$ cat src/rtl/priv_chk_pkg.sv
package priv_chk_pkg;

    localparam int LVL_W  = 2;
    localparam int SEL_W  = 16;
    localparam int KIND_W = 3;

    typedef logic [LVL_W-1:0] ring_t;

    typedef enum logic [KIND_W-1:0] {
        K_DATA  = 3'd0,
        K_NEAR  = 3'd1,
        K_GATE  = 3'd2,
        K_INTR  = 3'd3,
        K_RET   = 3'd4,
        K_PRIV  = 3'd5,
        K_RSV6  = 3'd6,
        K_RSV7  = 3'd7
    } acc_kind_e;

    typedef struct packed {
        logic [SEL_W-4:0] index;
        logic             tbl;
        ring_t            rpl;
    } selector_t;

    typedef struct packed {
        acc_kind_e kind;
        selector_t sel;
        ring_t     desc_lvl;
        ring_t     tgt_lvl;
    } acc_req_t;

    typedef struct packed {
        logic  ok;
        logic  priv_viol;
        ring_t next_lvl;
    } verdict_t;

    function automatic logic at_least_as_priv(ring_t a, ring_t b);
        return a <= b;
    endfunction

endpackage

$ cat src/rtl/priv_rule_eval.sv
module priv_rule_eval
    import priv_chk_pkg::*;
(
    input  acc_req_t req,
    input  ring_t    cpl,
    output verdict_t verdict
);
    always_comb begin
        verdict.ok        = 1'b0;
        verdict.priv_viol = 1'b0;
        verdict.next_lvl  = cpl;
        unique case (req.kind)
            K_DATA: begin
                verdict.ok = at_least_as_priv(cpl, req.desc_lvl) &&
                             at_least_as_priv(req.sel.rpl, req.desc_lvl);
            end
            K_NEAR: begin
                verdict.ok = (cpl == req.desc_lvl);
            end
            K_GATE, K_INTR: begin
                verdict.ok = at_least_as_priv(cpl, req.desc_lvl);
                if (verdict.ok) verdict.next_lvl = req.tgt_lvl;
            end
            K_RET: begin
                verdict.ok = at_least_as_priv(cpl, req.sel.rpl);
                if (verdict.ok) verdict.next_lvl = req.sel.rpl;
            end
            K_PRIV: begin
                verdict.ok        = (cpl == '0);
                verdict.priv_viol = (cpl != '0);
            end
            default: begin
                verdict.ok = 1'b0;
            end
        endcase
    end
endmodule

$ cat config.mk
export PLATFORM = sky130hd
export DESIGN_NAME = priv_rule_eval
export DESIGN_NICKNAME = d
export VERILOG_FILES = /design/src/rtl/priv_chk_pkg.sv /design/src/rtl/priv_rule_eval.sv
export SDC_FILE = /design/constraint.sdc
export NUM_CORES = 1
export LEC_CHECK = 0
export BUFFER_PORTS_ARGS = -buffer_cell sky130_fd_sc_hd__buf_2
export CAP_MARGIN = 25
export CORE_AREA = 2 2 39 41
export DETAILED_ROUTE_END_ITERATION = 10
export DIE_AREA = 0 0 41 43
export SYNTH_ARGS = -nofsm -noshare
export SYNTH_HDL_FRONTEND = slang
export SYNTH_SLANG_ARGS = --single-unit
$ cat constraint.sdc
create_clock -name vclk -period 1.6
set_input_delay 0.08 -clock vclk [all_inputs]
set_output_delay 0.08 -clock vclk [all_outputs]
set_load 0.02 [all_outputs]
==> reports/qor.csv <==
metric;value;unit
status;complete, no violations;
overflow;0;
max_stage_delay;0.31;ns
cp_slowest_cell;a311o_2;
power_frac_comb;100.0;%
yosysWarnings;0;
start_util;19.0;%
postSynthAreaPerCell;7.30;um2
period_share;95.5;%
hold_class;in -> out;
min_period;1.53;ns
seq_cells;0;
worstSetupPathType;in -> out;
area_growth;74.8;%
num_io_pins;29;
holdPathStages;3;
synthTopCellsByArea;ha_1 33%, inv_1 8.6%, nor2_1 5.7%;
grt.busiest_layer;met2;
crit_arrival;1.45;ns
netSwitchingFraction;48.3;%
grt_use_met3;0;%
ir_drop;0.0788;mV
synth_cell_type_count;17;
dpl_cell_area;388;um2
clkbuf_count;0;
max_freq;0.654;GHz
maxCapViolCount;0;
drc_errors;0;
grt_pass1_wl;1070;um
track_usage;8.09;%
intPower;74.8;uW
wl_per_cell;10.3;um
hpwl;633;um
io_buffers;15;
vias_per_cell;4.67;
pwr-share-seq;0;%
antenna_found_initial;0;
critical_path.top_delay_family;buffers and inverters;
path_buf_inv;4;
insertedDiodeCount;0;
grt_max_degree;8;
drive_gt1_share;55.4;%
p_sw;69.9;uW
use_met1;10.4;%
drt_pass1_iterations;2;
num_vias;336;
worstMarginPinSlew;0.214;ns
seq_area;0;um2
worstSetupStartpointType;primary input;
setup_viol;0;
synthCells;36;
hold_viol;0;
fin_ws;0.0714;ns
nNetsFinal;90;
whs_endpoint;verdict[2];
final_antenna_net_count;0;
die_w;41;um
crit_cells;9;
wirelength;744;um
hp-start;req[21];
stdcell_area;459;um2
coreArea;1380;um2
dp_slack;-0.0513;ns
drt_iter0_drc;1;
yosysTopAreaCell;ha_1;
power.density;315;nW/um2
p_leak;0.000248;uW
crit_chain;buf_2 -> inv_2 -> ha_1 -> nand3b_1 -> o31ai_2 -> buf_4 -> and3_1 -> a311o_2 -> buf_6;
cp_max_fo;3;
met2_usage;15.0;%
relSlewSlack;85.5;%
worst_setup_path_end_kind;output pin;
syn_area;263;um2
place_congestion;0.737;
final_max_slew_viol_count;0;
die_h;43;um
layout.cells.non_filler;72;
synth_nets;68;
ys_seq_area_share;0;%
row_count;14;
clkPwrFrac;0;%
cp_data_required_time;1.52;ns
netlist.area_leader.share;33.3;%
first_global_vias;286;
die_area;1760;um2
dp.cells;71;
cells by family after synthesis:
logic type / synth area share [%]
and+or+nand+nor: 31.4
buffers and inverters: 8.57
adders and majority gates: 33.3
AOI/OAI and AO/OA: 26.7
metrics by stage:
step	hold slack [ns]	setup TNS, ns	power [uW]	util (%)
2_1_floorplan	0.246	0	67.6	-
3_3_place_gp	0.502	-0.0528	113	28.0
3_5_place_dp	0.516	-0.0513	116	28.0
4_1_cts	0.511	0	118	28.4
5_1_grt	0.526	-0.00187	160	33.2
6_report	0.510	0	145	33.2
power groups by stage:
stage	clock [uW]	sequential (uW)	combinational [uW]
floorplan	0	0	67.6
global placement	0	0	113
detailed placement	0	0	116
CTS	0	0	118
global route	0	0	160
finish	0	0	145
worst min-delay path, delay by kind of cell:
family                 cells  cell delay, ns
buffers and inverters      2            0.29
AND/OR/NAND/NOR            1            0.06
placed cells by master (no fill, tap or decap), types with 2 or more instances in the layout:
cell type,Yosys,routed
and3_1,2,2
buf_2,0,13
buf_4,0,5
buf_6,0,2
ha_1,7,5
ha_4,0,2
inv_1,6,4
inv_2,0,2
nand2_1,3,3
nor2_1,4,4
worst max-delay path by stage:
stage	from	to	slack [ns]
after floorplan	req[3]	verdict[1]	0.13
after global placement	req[3]	verdict[1]	-0.05
after detailed placement	req[3]	verdict[1]	-0.05
after CTS	req[3]	verdict[1]	0.02
after global routing	cpl[0]	verdict[1]	-0.002
final	cpl[0]	verdict[1]	0.07
layer usage:
layer  vias to the layer above  routed length (um)
li1                        171                   -
met1                       159                 306
met2                         6                 407
met3                         0                  30
met4                         0                   0
met5                         -                   0
synth_stat cells, types with 2 or more instances:
cell type and n:
nor2b_1 2, inv_1 6, ha_1 7, nor2_1 4
o31ai_1 2, nand2_1 3, and3_1 2
final cells by class:
cell class,count,area (um2)
fill,162,925
inverter,6,22.5
multi-input combinational,30,292
tap,16,20.0
timing repair buffer,20,125
repair_timing:
action / CTS / global route
pin swaps: 0 / 6
hold buffers: 0 / 0
gates cloned: 0 / 0
resized for setup: 1 / 12
buffers inserted: 0 / 1
setup endpoints to repair: 1 / 2
Power figures use the tool's default switching activity.
